[config.mk]
export PLATFORM = sky130hd
export DESIGN_NAME = bus_wait_ctrl
export DESIGN_NICKNAME = d
export VERILOG_FILES = /design/src/rtl/bus_wait_ctrl.sv
export SDC_FILE = /design/constraint.sdc
export NUM_CORES = 1
export LEC_CHECK = 0
export BUFFER_PORTS_ARGS = -buffer_cell sky130_fd_sc_hd__buf_2
export CORE_AREA = 3 3 49 51
export CTS_BUF_LIST = sky130_fd_sc_hd__clkbuf_4
export DETAILED_ROUTE_END_ITERATION = 10
export DIE_AREA = 0 0 52 54
export HOLD_SLACK_MARGIN = 0.02
export MAX_ROUTING_LAYER = met4
export PLACE_DENSITY = 0.65
export SLEW_MARGIN = 20
export SYNTH_ARGS = -nofsm -noshare
export SYNTH_HDL_FRONTEND = slang
export SYNTH_SLANG_ARGS = --single-unit
[constraint.sdc]
create_clock -name clk -period 1.6 [get_ports clk]
set_input_delay 0.32 -clock clk [delete_from_list [all_inputs] [get_ports clk]]
set_output_delay 0.32 -clock clk [all_outputs]
set_load 0.005 [all_outputs]
[src/rtl/bus_wait_ctrl.sv]
module bus_wait_ctrl #(
  parameter  int NREG = 8,
  localparam int AW   = $clog2(NREG),
  localparam int CW   = 2 * NREG
) (
  input  logic          clk,
  input  logic          rst_n,
  input  logic          cfg_load,
  input  logic [CW-1:0] cfg_data,
  input  logic          req,
  input  logic [AW-1:0] addr,
  input  logic          rd_nwr,
  input  logic          rdy_n,
  output logic          stall,
  output logic          done
);

  logic [CW-1:0]   cfg_q;
  logic            waited;
  logic [NREG-1:0] rd_en, wr_en;
  logic            sel_en, auto_wait;

  assign rd_en     = cfg_q[NREG-1:0];
  assign wr_en     = cfg_q[CW-1:NREG];
  assign sel_en    = rd_nwr ? rd_en[addr] : wr_en[addr];
  assign auto_wait = req & ~waited & sel_en;

  assign stall = req & (auto_wait | rdy_n);
  assign done  = req & ~auto_wait & ~rdy_n;

  always_ff @(posedge clk) begin
    if (!rst_n) begin
      cfg_q  <= '0;
      waited <= 1'b0;
    end else begin
      if (cfg_load) cfg_q <= cfg_data;
      waited <= req & ~done;
    end
  end

endmodule

==> results.sh, run 1 <==
export IMPL_status="complete, but fails checks"
export IMPL_violations="negative setup slack"
export IMPL_io_pins=27
export IMPL_route_final_wire_length_um=1580
export IMPL_critPathKind="reg -> out"
export IMPL_timing_critical_path_to_type="primary output"
export IMPL_relSlewSlack_pct=68.6
export IMPL_layout_area_overhead_vs_synth_pct=23.8
export IMPL_synth_distinct_cells=18
export IMPL_worst_hold_path_type="in -> reg"
export IMPL_number_of_synthesized_flops_with_an_enable_pin=0
export IMPL_hold_violations=0
export IMPL_gpl_final_weighted_congestion=0.679
export IMPL_post_synth_top_area_fraction_pct=41.1
export IMPL_power_density_over_cell_area_nw_per_um2=830
export IMPL_clockBufferDepth=2
export IMPL_synth_seq_area_share_pct=41.1
export IMPL_grt_pass1_wl_um=2590
export IMPL_maxSlewViolCount=0
export IMPL_port_buffers=26
export IMPL_timing_rr_start="cfg_q[7]"
export IMPL_layout_min_cycle_time_ps=1960
export IMPL_cts_hold_fix_buffers=0
export IMPL_first_pass_iters=2
export IMPL_post_synth_cell_area_avg_um2=11.3
export IMPL_final_layout_size_suffix_gt1_share_pct=38.8
export IMPL_tritoncts="done"
export IMPL_power_leakage_nw=0.479
export IMPL_cp_slowest_stage_delay_ps=450
export IMPL_fin_cells=130
export IMPL_drt_first_iter_violations=6
export IMPL_asyncSetResetFlopFracSynth_pct=0
export IMPL_via_count=605
export IMPL_netlist_area_um2=827
export IMPL_core_area_um2=1980
export IMPL_cap_viol_max_count=0
export IMPL_post_place_cells=126
export IMPL_die_h_um=54
export IMPL_synth_warning_count=0
export IMPL_route_detailed_vias_per_inst=4.65
export IMPL_worst_endpoint_required_ps=1280
export IMPL_timing_final_crit_share_pct=122
export IMPL_unrepaired_setup_endpoints_after_global_routing="true"
export IMPL_fill_cells=201
export IMPL_clock_sink_total=17
export IMPL_crit_path_cell_trace="mux4_2 -> nand2b_4 -> a31oi_4 -> and3_1 -> buf_2"
export IMPL_synthesis_instances=73
export IMPL_max_slew_worst_pin_slew_ps=471
export IMPL_placementRows=16
export IMPL_timing_critical_path_max_delay_family="multiplexers"
export IMPL_yosys_most_used_dff="sky130_fd_sc_hd__dfxtp_1"
export IMPL_fp_dieArea_um2=2810
export IMPL_first_global_vias=588
export IMPL_syn_nets=98
export IMPL_worst_path_max_fanout=3
export IMPL_final_report_setup_violation_count=2
export IMPL_insertedDiodeCount=0
export IMPL_post_synth_top_count_cell="sky130_fd_sc_hd__mux2i_1"
export IMPL_postLayoutSetupSlackWorst_ps=-356
export IMPL_track_usage_pct=13.3
export IMPL_cts_root_buffer="sky130_fd_sc_hd__clkbuf_4"
export IMPL_start_kind="flop"
export IMPL_hpwlAfterDp_um=1250
export IMPL_htree_num_levels=1
export IMPL_cts_reportedPaths_clkPinSlew_ps=90
export IMPL_synth_top_cells_by_area="sky130_fd_sc_hd__dfxtp_1 41%, sky130_fd_sc_hd__mux2i_1 24%, sky130_fd_sc_hd__nor2b_1 13%"
export IMPL_timing_hold_worst_start="req"
export IMPL_design_final_nets=129
export IMPL_achievable_frequency_mhz=511
export IMPL_grt_overflow_total=0
export IMPL_dieWidth_um=52
export IMPL_yosysTopAreaCell="sky130_fd_sc_hd__dfxtp_1"
export IMPL_ant_nets=0
export IMPL_number_of_antenna_violations_at_the_first_check_in_global_routing=0
export IMPL_routed_wire_length_per_instance_um=12.1
export IMPL_synthTopCellsByCount="20 x sky130_fd_sc_hd__mux2i_1, 17 x sky130_fd_sc_hd__dfxtp_1, 17 x sky130_fd_sc_hd__nor2b_1"
export IMPL_final_setup_tns_ps=-648
export IMPL_cts_setup_buffers=0
export IMPL_synth_seq_cells=17
export IMPL_worst_clock_skew_ps=1.49
export IMPL_initial_utilization_pct=41.7
export IMPL_grt_max_degree=18
export IMPL_cts_resized_gates=0
export IMPL_number_of_buffers_created_by_cts=3
export IMPL_timing_critical_path_arrival_ps=1640
export IMPL_timing_critical_path_slowest_stage_cell="sky130_fd_sc_hd__mux4_2"
export IMPL_cp_startpoint="cfg_q[7]"
export IMPL_max_rail_drop_vdd_v=0.000514
export IMPL_crit_path_buffers_inverters=1
export IMPL_drt_drc_violations_left=0
export IMPL_insertion_delay_ps=290
==> tightest hold or removal path: stages <==
cell	delay (ps)
sky130_fd_sc_hd__buf_2	110
sky130_fd_sc_hd__nand2_1	50
sky130_fd_sc_hd__a21oi_1	40
==> path summary, 6_finish.rpt <==
path / end / slack [ps] / cells past startpoint
setup / recovery: done / -360 / 5
hold / removal: waited / 270 / 3
setup reg to reg: waited / 330 / 4
hold reg to reg: cfg_q[0] / 530 / 2
==> cell families after synthesis <==
kind of cell	after synthesis	share of synthesized area, %
multiplexers	22	29.7
buffers and inverters	4	3.33
AO/OA/AOI/OAI	6	7.72
AND/OR/NAND/NOR	24	18.2
flip-flops	17	41.2
==> sequential cells by signal (all words and copies together), names as in the netlist <==
register / flops
waited: 1
cfg_q: 16
==> cell usage in the layout, fill, tap and decap left out <==
cell | netlist | routed
sky130_fd_sc_hd__a211oi_2 | 1 | 1
sky130_fd_sc_hd__a21boi_1 | 1 | 1
sky130_fd_sc_hd__a21oi_1 | 2 | 2
sky130_fd_sc_hd__a31oi_4 | 1 | 1
sky130_fd_sc_hd__and3_1 | 1 | 1
sky130_fd_sc_hd__buf_2 | 2 | 26
sky130_fd_sc_hd__buf_4 | 0 | 4
sky130_fd_sc_hd__clkbuf_4 | 0 | 4
sky130_fd_sc_hd__dfxtp_1 | 17 | 17
sky130_fd_sc_hd__mux2i_1 | 20 | 20
sky130_fd_sc_hd__mux4_2 | 2 | 2
sky130_fd_sc_hd__nand2_1 | 2 | 2
sky130_fd_sc_hd__nand2b_4 | 1 | 1
sky130_fd_sc_hd__nand3_1 | 1 | 1
sky130_fd_sc_hd__nor2_1 | 1 | 1
sky130_fd_sc_hd__nor2b_1 | 17 | 17
sky130_fd_sc_hd__o211ai_2 | 1 | 1
sky130_fd_sc_hd__or2b_1 | 1 | 1
==> metal layers <==
layer	wire (um)	GRT usage, %	vias to the layer above
met5	0	-	-
met2	844	23.4	12
met1	629	14.2	278
met3	88	4.16	2
met4	13	3.93	0
li1	-	-	313
==> where the power goes <==
| part | total [mW] | leakage, nW | internal (mW) | switching [mW] |
|---|---|---|---|---|
| sequential | 0.461 | 0.140 | 0.448 | 0.0126 |
| combinational | 0.148 | 0.320 | 0.0850 | 0.0629 |
| clock | 0.240 | 0.0184 | 0.114 | 0.127 |
| total | 0.849 | 0.479 | 0.647 | 0.202 |
==> area by class of cell <==
cell class	instances	area [um^2]	share of cell area (%)
multi-input combinational	52	459	44.9
sequential	17	340	33.3
timing repair buffer	30	160	15.6
tap	27	33.8	3.30
clock buffer	4	30.0	2.93
==> stage by stage <==
stage / hold slack (ps) / instance area, um^2 / setup WS [ps] / power, mW / utilization, %
2_1_floorplan: 436 / 827 / 35.5 / 0.563 / -
3_3_place_gp: 497 / 993 / -186 / 0.617 / 50.1
3_5_place_dp: 510 / 993 / -211 / 0.622 / 50.1
4_1_cts: 265 / 1020 / -381 / 0.865 / 51.6
5_1_grt: 277 / 1020 / -422 / 0.898 / 51.6
6_report: 268 / 1020 / -356 / 0.849 / 51.6
Note: power is estimated with default switching activity, not from simulation.
==> run 2, diff against run 1 <==
--- a/config.mk
+++ b/config.mk
@@ -5,7 +5,7 @@
 export SDC_FILE = /design/constraint.sdc
 export NUM_CORES = 1
 export LEC_CHECK = 0
-export BUFFER_PORTS_ARGS = -buffer_cell sky130_fd_sc_hd__buf_2
+export BUFFER_PORTS_ARGS = -buffer_cell sky130_fd_sc_hd__buf_4
 export CORE_AREA = 3 3 49 51
 export CTS_BUF_LIST = sky130_fd_sc_hd__clkbuf_4
 export DETAILED_ROUTE_END_ITERATION = 10
==> results.sh, run 2 (synthesis gave the netlist of run 1 again) <==
export IMPL_final_setup_tns_ps=-664
export IMPL_layout_area_overhead_vs_synth_pct=33.7
export IMPL_worst_endpoint_required_ps=1280
export IMPL_route_detailed_vias_per_inst=4.62
export IMPL_port_buffers=26
export IMPL_power_combinational_fraction_pct=19.4
export IMPL_status="complete, but fails checks"
export IMPL_power_density_over_cell_area_nw_per_um2=789
export IMPL_cts_root_buffer="sky130_fd_sc_hd__clkbuf_4"
export IMPL_maxSlewViolCount=0
export IMPL_insertedDiodeCount=0
export IMPL_max_rail_drop_vdd_v=0.000512
export IMPL_placementRows=16
export IMPL_postLayoutSetupSlackWorst_ps=-360
export IMPL_timing_final_crit_share_pct=122
export IMPL_hold_violations=0
export IMPL_critical_path_stages=5
export IMPL_relSlewSlack_pct=81.8
export IMPL_start_kind="flop"
export IMPL_cts_reportedPaths_clkPinSlew_ps=90
export IMPL_cp_slowest_stage_delay_ps=450
export IMPL_drt_drc_violations_left=0
export IMPL_final_common_cell="sky130_fd_sc_hd__buf_4"
export IMPL_grt_overflow_total=0
export IMPL_htree_num_levels=1
export IMPL_grt_max_degree=18
export IMPL_worst_clock_skew_ps=4.77
export IMPL_ant_nets=0
export IMPL_route_final_wire_length_um=1610
export IMPL_track_usage_pct=13.6
export IMPL_timing_critical_path_arrival_ps=1640
export IMPL_cap_viol_max_count=0
export IMPL_via_count=610
export IMPL_switching_power_uw=203
export IMPL_timing_critical_path_max_delay_family="multiplexers"
export IMPL_max_slew_worst_pin_slew_ps=273
export IMPL_clockPowerShare_pct=27.6
export IMPL_dieWidth_um=52
export IMPL_achievable_frequency_mhz=510
export IMPL_design_final_nets=131
export IMPL_crit_path_cell_trace="mux4_2 -> nand2b_4 -> a31oi_4 -> and3_1 -> buf_4"
export IMPL_clockBufferDepth=2
export IMPL_largest_register_ff_count=16
export IMPL_power_leakage_nw=0.511
export IMPL_layout_min_cycle_time_ps=1960
export IMPL_seqPwrFrac_pct=53.0
export IMPL_postLayoutCoreUtil_pct=55.8
export IMPL_placed_cell_area_um2=1070
export IMPL_worst_hold_path_type="in -> reg"
export IMPL_tritoncts="done"
export IMPL_worst_path_max_fanout=3
export IMPL_core_area_um2=1980
export IMPL_unrepaired_setup_endpoints_after_global_routing="true"
export IMPL_number_of_antenna_violations_at_the_first_check_in_global_routing=0
export IMPL_clock_sink_total=17
export IMPL_whs_ps=264
export IMPL_intPower_uw=669
export IMPL_number_of_buffers_created_by_cts=3
export IMPL_crit_path_buffers_inverters=1
export IMPL_final_area_um2=1110
export IMPL_final_layout_size_suffix_gt1_share_pct=41.9
export IMPL_violations="negative setup slack"
export IMPL_largest_registers="cfg_q: 16 flops, waited: 1 flops"
export IMPL_initial_utilization_pct=41.7
export IMPL_largest_register="cfg_q"
export IMPL_power_switching_fraction_pct=23.3
export IMPL_first_global_vias=623
export IMPL_critPathKind="reg -> out"
export IMPL_cell_depth_of_the_worst_flop_to_flop_path=4
export IMPL_cts_hold_fix_buffers=0
export IMPL_timing_critical_path_slowest_stage_cell="sky130_fd_sc_hd__mux4_2"
export IMPL_timing_hold_worst_path_depth=3
export IMPL_final_report_setup_violation_count=2
export IMPL_die_h_um=54
export IMPL_fp_dieArea_um2=2810
export IMPL_routed_wire_length_per_instance_um=12.2
export IMPL_grt_pass1_wl_um=2730
export IMPL_gpl_final_weighted_congestion=0.677
export IMPL_insertion_delay_ps=290
export IMPL_drt_first_iter_violations=0
export IMPL_io_pins=27
export IMPL_first_pass_iters=1
export IMPL_mostFrequentLayoutCells="32 x sky130_fd_sc_hd__buf_4, 20 x sky130_fd_sc_hd__mux2i_1, 17 x sky130_fd_sc_hd__nor2b_1"
export IMPL_timing_critical_path_to_type="primary output"
[run 2: what timing repair did]
action                     CTS  global route
pin swaps                    1             1
setup endpoints to repair    2             2
gates resized for setup      0             2
setup buffers                0             1
[run 2: area by class of cell]
type,count,area [um^2]
Timing Repair Buffer,32,240
Clock buffer,4,30.0
Sequential cell,17,343
Fill cell,193,876
Multi-Input combinational cell,52,459
Tap cell,27,33.8
[run 2: worst paths after layout]
| path | start | to | slack, ps |
|---|---|---|---|
| max reg2reg | cfg_q[7] | waited | 330 |
| max | cfg_q[7] | done | -360 |
| min reg2reg | cfg_q[1] | cfg_q[1] | 530 |
| min | req | waited | 260 |
[run 2: per-stage QoR]
stage                     total power, mW  setup WS [ps]  std cells
final                               0.872           -360        132
after global routing                0.917           -407        132
after CTS                           0.882           -370        131
after detailed placement            0.641           -189        127
after global placement              0.638           -181        127
after floorplan                     0.563           35.5         73
[run 2: power groups by stage]
stage	Clock, mW	Combinational (mW)	Sequential [mW]
after floorplan	0	0.0963	0.467
after global placement	0	0.167	0.471
after detailed placement	0	0.169	0.472
after CTS	0.250	0.170	0.463
after global routing	0.264	0.187	0.466
final	0.241	0.169	0.463
[run 2: worst min-delay path, delay by kind of cell]
family / cells / cell delay, ps
buf+inv: 1 / 110
compound gates: 1 / 30
simple gates: 1 / 50
[run 2: routing by layer]
layer	part of all wire, %	vias to the layer above	wire length [um]	GRT usage, %
li1	-	318	-	-
met1	40	280	643	14.6
met2	55	12	876	24.1
met3	5.4	0	86	5.26
met4	0	0	0	2.62
met5	0	-	0	-
==> run 3, diff against run 2 <==
--- a/config.mk
+++ b/config.mk
@@ -13,6 +13,7 @@
 export HOLD_SLACK_MARGIN = 0.02
 export MAX_ROUTING_LAYER = met4
 export PLACE_DENSITY = 0.65
+export RECOVER_POWER = 25
 export SLEW_MARGIN = 20
 export SYNTH_ARGS = -nofsm -noshare
 export SYNTH_HDL_FRONTEND = slang
==> results.sh, run 3 (synthesis gave the netlist of run 1 again) <==
export IMPL_ant_nets=0
export IMPL_routed_wire_length_per_instance_um=12.2
export IMPL_unrepaired_setup_endpoints_after_global_routing="true"
export IMPL_timing_critical_path_max_delay_family="multiplexers"
export IMPL_largest_register_ff_count=16
export IMPL_power_density_over_cell_area_nw_per_um2=791
export IMPL_crit_path_buffers_inverters=1
export IMPL_drt_drc_violations_left=0
export IMPL_port_buffers=26
export IMPL_number_of_antenna_violations_at_the_first_check_in_global_routing=0
export IMPL_final_report_setup_violation_count=2
export IMPL_max_slew_worst_pin_slew_ps=1130
export IMPL_layout_area_overhead_vs_synth_pct=33.3
export IMPL_power_total_uw=872
export IMPL_power_leakage_nw=0.508
export IMPL_relSlewSlack_pct=24.6
export IMPL_violations="negative setup slack"
export IMPL_postLayoutCoreUtil_pct=55.6
export IMPL_insertedDiodeCount=0
export IMPL_first_pass_iters=1
export IMPL_cts_root_buffer="sky130_fd_sc_hd__clkbuf_4"
export IMPL_initial_utilization_pct=41.7
export IMPL_crit_path_cell_trace="mux4_2 -> nand2b_4 -> a31oi_4 -> and3_1 -> buf_4"
export IMPL_seqPwrFrac_pct=53.0
export IMPL_fp_dieArea_um2=2810
export IMPL_cts_reportedPaths_clkPinSlew_ps=90
export IMPL_route_detailed_vias_per_inst=4.63
export IMPL_status="complete, but fails checks"
export IMPL_timing_critical_path_arrival_ps=1640
export IMPL_start_kind="flop"
export IMPL_design_final_nets=131
export IMPL_timing_final_crit_share_pct=122
export IMPL_gpl_final_weighted_congestion=0.677
export IMPL_achievable_frequency_mhz=510
export IMPL_placed_cell_area_um2=1070
export IMPL_grt_overflow_total=0
export IMPL_final_common_cell="sky130_fd_sc_hd__buf_4"
export IMPL_final_area_um2=1100
export IMPL_cts_hold_fix_buffers=0
export IMPL_drt_first_iter_violations=0
export IMPL_io_pins=27
export IMPL_htree_num_levels=1
export IMPL_clock_sink_total=17
export IMPL_clockPowerShare_pct=27.6
export IMPL_intPower_uw=669
export IMPL_placementRows=16
export IMPL_max_rail_drop_vdd_v=0.000513
export IMPL_maxSlewViolCount=0
export IMPL_final_layout_size_suffix_gt1_share_pct=41.0
export IMPL_clockBufferDepth=2
export IMPL_worst_path_max_fanout=3
export IMPL_worst_endpoint_required_ps=1280
export IMPL_grt_pass1_wl_um=2730
export IMPL_mostFrequentLayoutCells="31 x sky130_fd_sc_hd__buf_4, 20 x sky130_fd_sc_hd__mux2i_1, 17 x sky130_fd_sc_hd__nor2b_1"
export IMPL_whs_ps=264
export IMPL_final_setup_tns_ps=-664
export IMPL_insertion_delay_ps=290
export IMPL_switching_power_uw=203
export IMPL_power_switching_fraction_pct=23.3
export IMPL_power_combinational_fraction_pct=19.4
export IMPL_dieWidth_um=52
export IMPL_hold_violations=0
export IMPL_track_usage_pct=13.6
export IMPL_first_global_vias=623
export IMPL_timing_critical_path_to_type="primary output"
export IMPL_worst_clock_skew_ps=4.77
export IMPL_largest_registers="cfg_q: 16 flops, waited: 1 flops"
export IMPL_via_count=611
export IMPL_layout_min_cycle_time_ps=1960
export IMPL_largest_register="cfg_q"
export IMPL_fill_cells=195
export IMPL_core_area_um2=1980
export IMPL_postLayoutSetupSlackWorst_ps=-360
export IMPL_cp_slowest_stage_delay_ps=450
export IMPL_critPathKind="reg -> out"
export IMPL_cap_viol_max_count=0
export IMPL_route_final_wire_length_um=1610
export IMPL_die_h_um=54
export IMPL_worst_hold_path_type="in -> reg"
export IMPL_timing_critical_path_slowest_stage_cell="sky130_fd_sc_hd__mux4_2"
export IMPL_number_of_buffers_created_by_cts=3
export IMPL_grt_max_degree=18
export IMPL_tritoncts="done"
run 3: cell types whose count changed in the layout (fill, tap and decap cells not counted), sizes merged:
cell    delta
clkbuf     +1
buf        -1
run 3: power groups by stage:
stage | logic (mW) | clock network [mW] | registers [mW]
floorplan | 0.0963 | 0 | 0.467
global placement | 0.167 | 0 | 0.471
detailed placement | 0.169 | 0 | 0.472
CTS | 0.170 | 0.250 | 0.463
global route | 0.187 | 0.264 | 0.466
finish | 0.169 | 0.241 | 0.463
run 3: worst register-to-register path, stage by stage (launching register included):
cell,delay (ps)
sky130_fd_sc_hd__dfxtp_2,330
sky130_fd_sc_hd__mux4_2,450
sky130_fd_sc_hd__nand2b_4,160
sky130_fd_sc_hd__a31oi_4,150
sky130_fd_sc_hd__a21oi_1,80
run 3: cell type report:
class                   instances  area (um^2)  share of cell area (%)
well taps                      27         33.8                    3.06
multi-input cells              52          459                    41.7
clock buffers                   4         30.0                    2.72
flip-flops and latches         17          343                    31.1
repair buffers                 32          236                    21.5
run 3: final timing paths:
check	startpoint	cells past startpoint	slack [ps]	end
worst min register to register	cfg_q[1]	2	530	cfg_q[1]
worst min-delay path	req	3	260	waited
worst max register to register	cfg_q[7]	4	330	waited
worst max-delay path	cfg_q[7]	5	-360	done
run 3: metal layers:
metal  vias up  routed length [um]  global-route usage [%]
met1       281                 644                    14.6
met5         -                   0                       -
li1        318                   -                       -
met4         0                   0                    2.62
met2        12                 876                    24.1
met3         0                  86                    5.26
run 3: what timing repair did:
| action | 4_1_cts | 5_1_grt |
|---|---|---|
| setup buffers | 0 | 1 |
| endpoints found under the hold margin | 0 | 0 |
| pin swaps | 1 | 1 |
| setup endpoints to repair | 2 | 2 |
| gates resized for setup | 0 | 2 |
run 3: stage by stage:
step / worst slack, ps / cells
2_1_floorplan: 35.5 / 73
3_3_place_gp: -181 / 127
3_5_place_dp: -189 / 127
4_1_cts: -370 / 131
5_1_grt: -407 / 132
6_report: -360 / 132
